$ cat src/rtl/cpu_ratio_pkg.sv
package cpu_ratio_pkg;
  localparam int CTRL_W   = 32;
  localparam int SEL_LSB  = 4;
  localparam int SEL_W    = 2;
  localparam int DIV_LSB  = 8;
  localparam int DIV_W    = 6;
  localparam int GATE_LSB = 24;
  localparam int NUM_OUT  = 4;
  localparam int NUM_SRC  = 3;

  localparam logic [CTRL_W-1:0] RST_CTRL =
    (CTRL_W'({NUM_OUT{1'b1}}) << GATE_LSB) | (CTRL_W'(1) << DIV_LSB);

  // post-divider k ratio = base + step * mode
  function automatic int post_base(input int k);
    return (k == NUM_OUT - 1) ? 4 : 2;
  endfunction

  function automatic int post_step(input int k);
    return (k == 1) ? 0 : ((k == 2) ? 1 : 2);
  endfunction
endpackage

$ cat src/rtl/ratio_src_sel.sv
module ratio_src_sel
  import cpu_ratio_pkg::*;
(
  input  logic [SEL_W-1:0]   sel,
  input  logic [NUM_SRC-1:0] ticks,
  output logic               tick
);
  always_comb begin
    case (sel)
      2'd2:    tick = ticks[1];
      2'd3:    tick = ticks[2];
      default: tick = ticks[0];
    endcase
  end
endmodule

$ cat src/rtl/ratio_main_div.sv
module ratio_main_div #(
  parameter int W = 6
) (
  input  logic         clk,
  input  logic         rst,
  input  logic         src_tick,
  input  logic [W-1:0] div_field,
  output logic         div_tick
);
  logic [W-1:0] cnt;
  logic [W-1:0] eff_div;
  logic         at_last;

  assign at_last  = (cnt == eff_div - W'(1));
  assign div_tick = src_tick && at_last;

  always_ff @(posedge clk) begin
    if (rst) begin
      cnt     <= '0;
      eff_div <= W'(1);
    end else if (src_tick) begin
      if (at_last) begin
        cnt     <= '0;
        eff_div <= (div_field == '0) ? W'(1) : div_field;
      end else begin
        cnt <= cnt + W'(1);
      end
    end
  end


  cnt_below_div_chk: assert property (@(posedge clk) disable iff (rst)
    cnt < eff_div);

  eff_div_nonzero_chk: assert property (@(posedge clk) disable iff (rst)
    eff_div != '0);

  idle_hold_chk: assert property (@(posedge clk) disable iff (rst)
    !src_tick |=> ($stable(cnt) && $stable(eff_div)));
endmodule

$ cat src/rtl/ratio_post_div.sv
module ratio_post_div #(
  parameter int BASE = 2,
  parameter int STEP = 0
) (
  input  logic clk,
  input  logic rst,
  input  logic step_in,
  input  logic mode,
  output logic pulse,
  output logic at_zero
);
  localparam int RMAX = BASE + STEP;
  localparam int CW   = $clog2(RMAX + 1);

  logic [CW-1:0] cnt;
  logic [CW-1:0] last;

  assign last    = mode ? CW'(RMAX - 1) : CW'(BASE - 1);
  assign at_zero = (cnt == '0);
  assign pulse   = step_in && at_zero;

  always_ff @(posedge clk) begin
    if (rst) begin
      cnt <= '0;
    end else if (step_in) begin
      cnt <= (cnt >= last) ? '0 : cnt + CW'(1);
    end
  end


  cnt_in_range_chk: assert property (@(posedge clk) disable iff (rst)
    cnt <= CW'(RMAX - 1));
endmodule

$ cat src/rtl/cpu_ratio_gen.sv
module cpu_ratio_gen
  import cpu_ratio_pkg::*;
(
  input  logic               clk,
  input  logic               rst,
  input  logic               wr_en,
  input  logic [CTRL_W-1:0]  wr_data,
  output logic [CTRL_W-1:0]  rd_data,
  input  logic               ratio_mode,
  input  logic [NUM_SRC-1:0] src_tick,
  output logic [NUM_OUT-1:0] en_out
);
  logic [SEL_W-1:0]   sel_q;
  logic [DIV_W-1:0]   div_q;
  logic [NUM_OUT-1:0] gate_q;
  logic               eff_mode;
  logic               sel_tick;
  logic               div_tick;
  logic [NUM_OUT-1:0] post_pulse;
  logic [NUM_OUT-1:0] post_zero;

  always_ff @(posedge clk) begin
    if (rst) begin
      sel_q  <= RST_CTRL[SEL_LSB +: SEL_W];
      div_q  <= RST_CTRL[DIV_LSB +: DIV_W];
      gate_q <= RST_CTRL[GATE_LSB +: NUM_OUT];
    end else if (wr_en) begin
      sel_q  <= wr_data[SEL_LSB +: SEL_W];
      div_q  <= wr_data[DIV_LSB +: DIV_W];
      gate_q <= wr_data[GATE_LSB +: NUM_OUT];
    end
  end

  always_comb begin
    rd_data = '0;
    rd_data[SEL_LSB +: SEL_W]    = sel_q;
    rd_data[DIV_LSB +: DIV_W]    = div_q;
    rd_data[GATE_LSB +: NUM_OUT] = gate_q;
  end

  ratio_src_sel u_sel (
    .sel   (sel_q),
    .ticks (src_tick),
    .tick  (sel_tick)
  );

  ratio_main_div #(.W(DIV_W)) u_main (
    .clk       (clk),
    .rst       (rst),
    .src_tick  (sel_tick),
    .div_field (div_q),
    .div_tick  (div_tick)
  );

  assign post_pulse[0] = div_tick;
  assign post_zero[0]  = 1'b1;

  for (genvar k = 1; k < NUM_OUT; k++) begin : g_post
    ratio_post_div #(.BASE(post_base(k)), .STEP(post_step(k))) u_post (
      .clk     (clk),
      .rst     (rst),
      .step_in (div_tick),
      .mode    (eff_mode),
      .pulse   (post_pulse[k]),
      .at_zero (post_zero[k])
    );
  end

  always_ff @(posedge clk) begin
    if (rst) begin
      eff_mode <= 1'b0;
      en_out   <= '0;
    end else begin
      if (div_tick && post_zero[NUM_OUT-1]) eff_mode <= ratio_mode;
      en_out <= gate_q & post_pulse;
    end
  end


  rst_readback_chk: assert property (@(posedge clk) disable iff (rst)
    $past(rst) |-> (rd_data == RST_CTRL && en_out == '0));

  align_chk: assert property (@(posedge clk) disable iff (rst)
    post_pulse[NUM_OUT-1] |-> (&post_pulse[NUM_OUT-2:0]));

  gate_chk: assert property (@(posedge clk) disable iff (rst)
    (en_out & ~$past(gate_q)) == '0);

  latency_chk: assert property (@(posedge clk) disable iff (rst)
    en_out[0] |-> $past(div_tick));

  mode_hold_chk: assert property (@(posedge clk) disable iff (rst)
    !(div_tick && post_zero[NUM_OUT-1]) |=> $stable(eff_mode));
endmodule

$ cat config.mk
export PLATFORM = sky130hd
export DESIGN_NAME = cpu_ratio_gen
export DESIGN_NICKNAME = d
export VERILOG_FILES = /design/src/rtl/cpu_ratio_pkg.sv /design/src/rtl/ratio_src_sel.sv /design/src/rtl/ratio_main_div.sv /design/src/rtl/ratio_post_div.sv /design/src/rtl/cpu_ratio_gen.sv
export SDC_FILE = /design/constraint.sdc
export NUM_CORES = 1
export LEC_CHECK = 0
export BUFFER_PORTS_ARGS = -buffer_cell sky130_fd_sc_hd__buf_4
export CAP_MARGIN = 10
export CORE_ASPECT_RATIO = 0.75
export CORE_MARGIN = 2
export CORE_UTILIZATION = 49
export DETAILED_ROUTE_END_ITERATION = 16
export GPL_TIMING_DRIVEN = 0
export PLACE_DENSITY_LB_ADDON = 0.2
export SLEW_MARGIN = 0
export SYNTH_ARGS = -nofsm -noshare
export SYNTH_HDL_FRONTEND = slang
export SYNTH_HIERARCHICAL = 1
export SYNTH_SLANG_ARGS = --single-unit
$ cat constraint.sdc
create_clock -name clk -period 3.3 [get_ports clk]
set_clock_uncertainty 0.1 [all_clocks]
set_input_delay 0.33 -clock clk [delete_from_list [all_inputs] [get_ports clk]]
set_output_delay 0.33 -clock clk [all_outputs]
set_load 0.01 [all_outputs]
==> results of run 1 <==
-- flip-flops by register name (all words and copies together), names as in the netlist --
signal,count
eff_mode,1
div_q,6
sel_q,2
gate_q,4
u_main/eff_div,6
g_post.u_post/cnt,7
en_out,4
u_main/cnt,6
-- power breakdown --
| group | internal, mW | switching (mW) | leakage, nW |
|---|---|---|---|
| Sequential | 0.507 | 0.0578 | 0.295 |
| Clock | 0.166 | 0.150 | 0.0510 |
| Combinational | 0.270 | 0.284 | 0.811 |
| Total | 0.943 | 0.491 | 1.16 |
-- critical path: stages (launching register included) --
cell and delay [ns]:
dfxtp_1 0.43, inv_1 0.07, ha_1 0.25, o21ba_1 0.19
a221oi_2 0.25, a41oi_1 0.09, nor4_2 0.37, buf_6 0.29
nand2_1 0.10, o21bai_2 0.21, nor2_1 0.07
-- through the flow --
stage	util (%)	hold WS (ns)
3_5_place_dp	62.7	0.338
2_1_floorplan	-	0.297
3_3_place_gp	62.7	0.338
4_1_cts	65.2	0.142
6_report	65.2	0.152
5_1_grt	65.2	0.141
-- metal layers --
layer  wire length, um  part of all wire, %  global-route usage [%]  vias to the layer above
met5                 0                    0                       0                        -
met4                26                 0.68                    6.12                        0
li1                  -                    -                       -                      797
met3               261                  6.8                    5.06                        4
met1              1930                   51                    25.2                      668
met2              1590                   42                    29.1                       48
-- how the worst min path moves through the flow --
stage | start | endpoint | slack, ns | cells past startpoint
after CTS | wr_data[8] | div_q[0] | 0.14 | 2
after floorplan | rst | g_post[2].u_post/cnt[0] | 0.30 | 1
after global placement | gate_q[3] | en_out[3] | 0.34 | 2
after detailed placement | gate_q[3] | en_out[3] | 0.34 | 2
after global routing | wr_data[27] | gate_q[3] | 0.14 | 2
final | wr_data[8] | div_q[0] | 0.15 | 2
-- area by class of cell --
cell class,instances,area [um^2]
fillers,337,1310
multi-input cells,156,1050
flip-flops and latches,36,721
repair buffers,33,248
plain buffers,29,225
clock buffers,6,82.6
well taps,52,65.1
inverters,12,45.0
clock inverters,2,10.0
-- layout by cell type (no fill, tap or decap), types with 6 or more instances in the layout --
| master | n |
|---|---|
| nor2b_1 | 7 |
| nor3_1 | 6 |
| dfxtp_1 | 36 |
| buf_4 | 54 |
| nor2_1 | 20 |
| clkbuf_8 | 6 |
| mux2i_1 | 16 |
| nand2b_1 | 12 |
| inv_1 | 12 |
| a21oi_1 | 6 |
| ha_1 | 10 |
| nand2_1 | 8 |
| conb_1 | 20 |
-- logic make-up after synthesis --
group	after synthesis	synth area share [%]
and+or+nand+nor	75	21.0
AOI/OAI and AO/OA	25	9.59
xor gates and xnor gates	10	4.44
muxes	16	8.13
DFF	36	36.6
buffers and inverters	41	13.7
adders and majority gates	10	6.35
other	1	0.190
==> impl_metrics.py, run 1 <==
metrics = {
    "cells_and_area": {
        "nNetsFinal": 322,
        "finalInstanceArea_um2": 2450,
        "area_growth_pct": 24.2,
        "num_antenna_cells": 0,
        "fin_cells": 326,
        "drive_above_1_share_pct": 30.3,
    },
    "routing": {
        "vias_per_cell": 4.65,
        "via_count": 1517,
        "wirelength_um": 3810,
        "ant_nets": 0,
        "drc": 0,
        "wl_per_cell_um": 11.7,
        "drt-pass1-iter-count": 4,
        "drt_iter0_drc": 82,
    },
    "sta": {
        "finalSetupTns_ns": 0,
        "rsz0062_at_grt": "false",
        "period_needed_ns": 2.55,
        "setup_viol": 0,
        "setup_ws_ns": 0.754,
        "drv_slew": 0,
        "finalHoldViolations": 0,
        "fmax_mhz": 393,
        "period_share_pct": 77.1,
    },
    "synthesis": {
        "yosysSeqAreaShare_pct": 36.6,
        "synth_most_common_cell": "dfxtp_1",
        "syn-cell-area_um2": 1970,
        "synth.distinct_cells": 42,
        "synth_area_leaders": "dfxtp_1, mux2i_1, buf_4",
        "synth.avg_cell_area_um2": 9.21,
        "synth_flop_cell": "dfxtp_1",
        "ys_warn_count": 6,
        "ys_async_sr_fraction_pct": 0,
        "ys_ff_latch": 36,
        "synth_cells": 214,
        "synth-edff-count": 0,
        "yosys-top-cells-count": "dfxtp_1, buf_4, nor2_1",
        "synth_top_area_share_pct": 36.6,
        "yosysTopAreaCell": "dfxtp_1",
    },
    "worst_setup_path": {
        "timing.rr.start": "u_main/eff_div[0]",
        "arrival_ns": 2.62,
        "r2r_slack_ns": 0.75,
        "required_ns": 3.37,
        "timing.rr.end": "g_post[3].u_post/cnt[0]",
        "crit_path_max_fanout": 27,
        "worstSetupStartpointType": "register",
        "rr_worst_depth": 10,
        "critical_path_class": "register to register",
        "crit_start": "u_main/eff_div[0]",
        "critPathCapture": "g_post[3].u_post/cnt[0]",
        "end_kind": "register",
    },
    "global_route": {
        "antenna_found_initial": 0,
        "grt_overflow": 0,
        "grt_pass1_wl_um": 6580,
        "grt_pass1_vias": 1401,
        "grt_util_all_layers_pct": 18.6,
        "grt_max_degree": 28,
    },
    "clocking": {
        "cts_sinks": 36,
        "clock_path_buffers": 2,
        "cts_resized": 0,
        "cts_buffers": 5,
        "cts_htree_levels": 2,
        "post_cts_buffers": 0,
        "cts-root-buf": "clkbuf_8",
        "cts.hold.buffers_added": 0,
        "cts.clk_slew.worst_paths_ns": 0.07,
        "cts_tree": "yes",
        "clk_latency_ns": 0.28,
    },
    "power_and_ir_drop": {
        "power.leakage_nw": 1.16,
        "powerDensity_nw_per_um2": 586,
        "power_mw": 1.43,
        "ir_worst_vdd_uv": 511,
    },
    "place": {
        "place_congestion": 0.785,
        "placedCellCount": 318,
        "pre_cts_ws_ns": 0.762,
        "hpwlAfterDp_um": 2790,
        "place_area_um2": 2350,
        "io_buffer_count": 33,
    },
    "job": {
        "maxCapViolations": 0,
    },
    "floorplan": {
        "dieArea_um2": 4550,
        "rows": 19,
        "die_h_um": 58.9,
        "die_x_um": 77.2,
        "io_pins": 75,
        "core_region_area_um2": 3760,
        "start_util_pct": 52.5,
    },
    "run_status": {
        "outcome": "completed",
    },
    "hold_path": {
        "hold_path_class": "primary input to register",
    },
}
No activity file was read; power rests on OpenSTA's default activity.
==> inputs of run 2 (changes only) <==
Clock period 3.3 ns to 2.65 ns, I/O delays scaled along.
==> impl_metrics.py, run 2 (synthesis gave the netlist of run 1 again) <==
metrics = {
    "job": {
        "maxCapViolations": 0,
    },
    "clocking": {
        "cts.clk_slew.worst_paths_ns": 0.07,
        "clk_latency_ns": 0.28,
        "cts_htree_levels": 2,
        "cts_tree": "yes",
        "cts_buffers": 5,
        "clock_path_buffers": 2,
        "cts.hold.buffers_added": 0,
        "cts_sinks": 36,
        "cts-root-buf": "clkbuf_8",
    },
    "place": {
        "place_area_um2": 2350,
        "io_buffer_count": 33,
        "place_congestion": 0.785,
        "placedCellCount": 318,
        "hpwlAfterDp_um": 2790,
        "pre_cts_ws_ns": 0.112,
    },
    "global_route": {
        "grt_util_all_layers_pct": 18.6,
        "grt_pass1_vias": 1401,
        "grt_overflow": 0,
        "antenna_found_initial": 0,
        "grt_pass1_wl_um": 6580,
        "grt_max_degree": 28,
    },
    "sta": {
        "period_needed_ns": 2.37,
        "finalHoldViolations": 0,
        "finalSetupTns_ns": 0,
        "rsz0062_at_grt": "false",
        "drv_slew": 0,
        "fmax_mhz": 421,
        "setup_viol": 0,
        "period_share_pct": 89.6,
        "setup_ws_ns": 0.275,
    },
    "cells_and_area": {
        "final_cell_mix": "buf_4, dfxtp_1, nor2_1, conb_1, mux2i_1",
        "area_growth_pct": 25.1,
        "fillers": 338,
        "num_antenna_cells": 0,
        "fin_cells": 328,
        "layout_commonest_cell": "buf_4",
        "largest_reg_flops": 7,
        "drive_above_1_share_pct": 30.8,
        "regMostFlops": "g_post.u_post/cnt",
        "nNetsFinal": 324,
        "finalInstanceArea_um2": 2460,
    },
    "floorplan": {
        "start_util_pct": 52.5,
        "io_pins": 75,
        "die_h_um": 58.9,
        "die_x_um": 77.2,
        "dieArea_um2": 4550,
        "core_region_area_um2": 3760,
        "rows": 19,
    },
    "power_and_ir_drop": {
        "power.leakage_nw": 1.17,
        "powerDensity_nw_per_um2": 743,
        "ir_worst_vdd_uv": 636,
    },
    "routing": {
        "via_count": 1528,
        "wl_per_cell_um": 11.8,
        "ant_nets": 0,
        "drc": 0,
        "wirelength_um": 3880,
        "drt_iter0_drc": 84,
        "drt-pass1-iter-count": 4,
        "vias_per_cell": 4.66,
    },
    "run_status": {
        "outcome": "completed",
    },
    "worst_setup_path": {
        "critical_path_class": "register to register",
        "crit_path_max_fanout": 14,
        "end_kind": "register",
        "worstSetupStartpointType": "register",
        "required_ns": 2.72,
        "arrival_ns": 2.45,
    },
    "hold_path": {
        "hold_path_class": "primary input to register",
    },
}
[run 2: metrics by stage]
step                      hold slack [ns]  power, mW  utilization [%]
final                              0.0869       1.83             65.6
after global placement              0.338       1.37             62.7
after detailed placement            0.338       1.40             62.7
after global routing               0.0762       1.97             65.6
after CTS                          0.0766       1.80             65.2
after floorplan                     0.232       1.22                -
[run 2: cell type report]
cell class                      instances  area (um^2)  share of cell area [%]
Clock buffer                            6         82.6                    3.35
Sequential cell                        36          721                    29.2
Clock inverter                          2         10.0                   0.406
Tap cell                               52         65.1                    2.64
Inverter                               12         45.0                    1.83
Multi-Input combinational cell        156         1050                    42.6
Timing Repair Buffer                   35          263                    10.7
Buffer                                 29          228                    9.24
[run 2: final timing paths]
path / from / endpoint / slack [ns] / cells after the start
setup / recovery: u_main/eff_div[0] / g_post[3].u_post/cnt[0] / 0.28 / 11
hold / removal: wr_data[8] / div_q[0] / 0.09 / 2
setup reg to reg: u_main/eff_div[0] / g_post[3].u_post/cnt[0] / 0.28 / 11
hold reg to reg: gate_q[3] / en_out[3] / 0.35 / 2
[run 2: power by group]
| group | internal [mW] | switching (mW) | leakage [nW] |
|---|---|---|---|
| combinational | 0.364 | 0.369 | 0.821 |
| clock | 0.207 | 0.188 | 0.0510 |
| sequential | 0.631 | 0.0714 | 0.295 |
| total | 1.20 | 0.628 | 1.17 |
[run 2: worst max-delay path, stage by stage, from the launching register on]
cell and delay (ns):
dfxtp_1 0.42, inv_1 0.07, ha_1 0.25, o21ba_1 0.19, a221oi_2 0.25, a41oi_1 0.10, nor4_2 0.18, buf_4 0.18
clkbuf_8 0.18, nand2_1 0.08, o21bai_2 0.20, nor2_1 0.07
[run 2: timing repair]
action,in CTS,in global routing
resized for setup,0,1
buffers inserted,0,1
endpoints found under the setup margin,0,6
[run 2: routing by layer]
layer  vias to the layer above  global-route usage (%)  share of wire, %
met4                         0                    6.12              0.80
met3                         4                    5.06               6.7
met1                       673                    25.2                50
met5                         -                       0                 0
li1                        802                       -                 -
met2                        49                    29.1                43
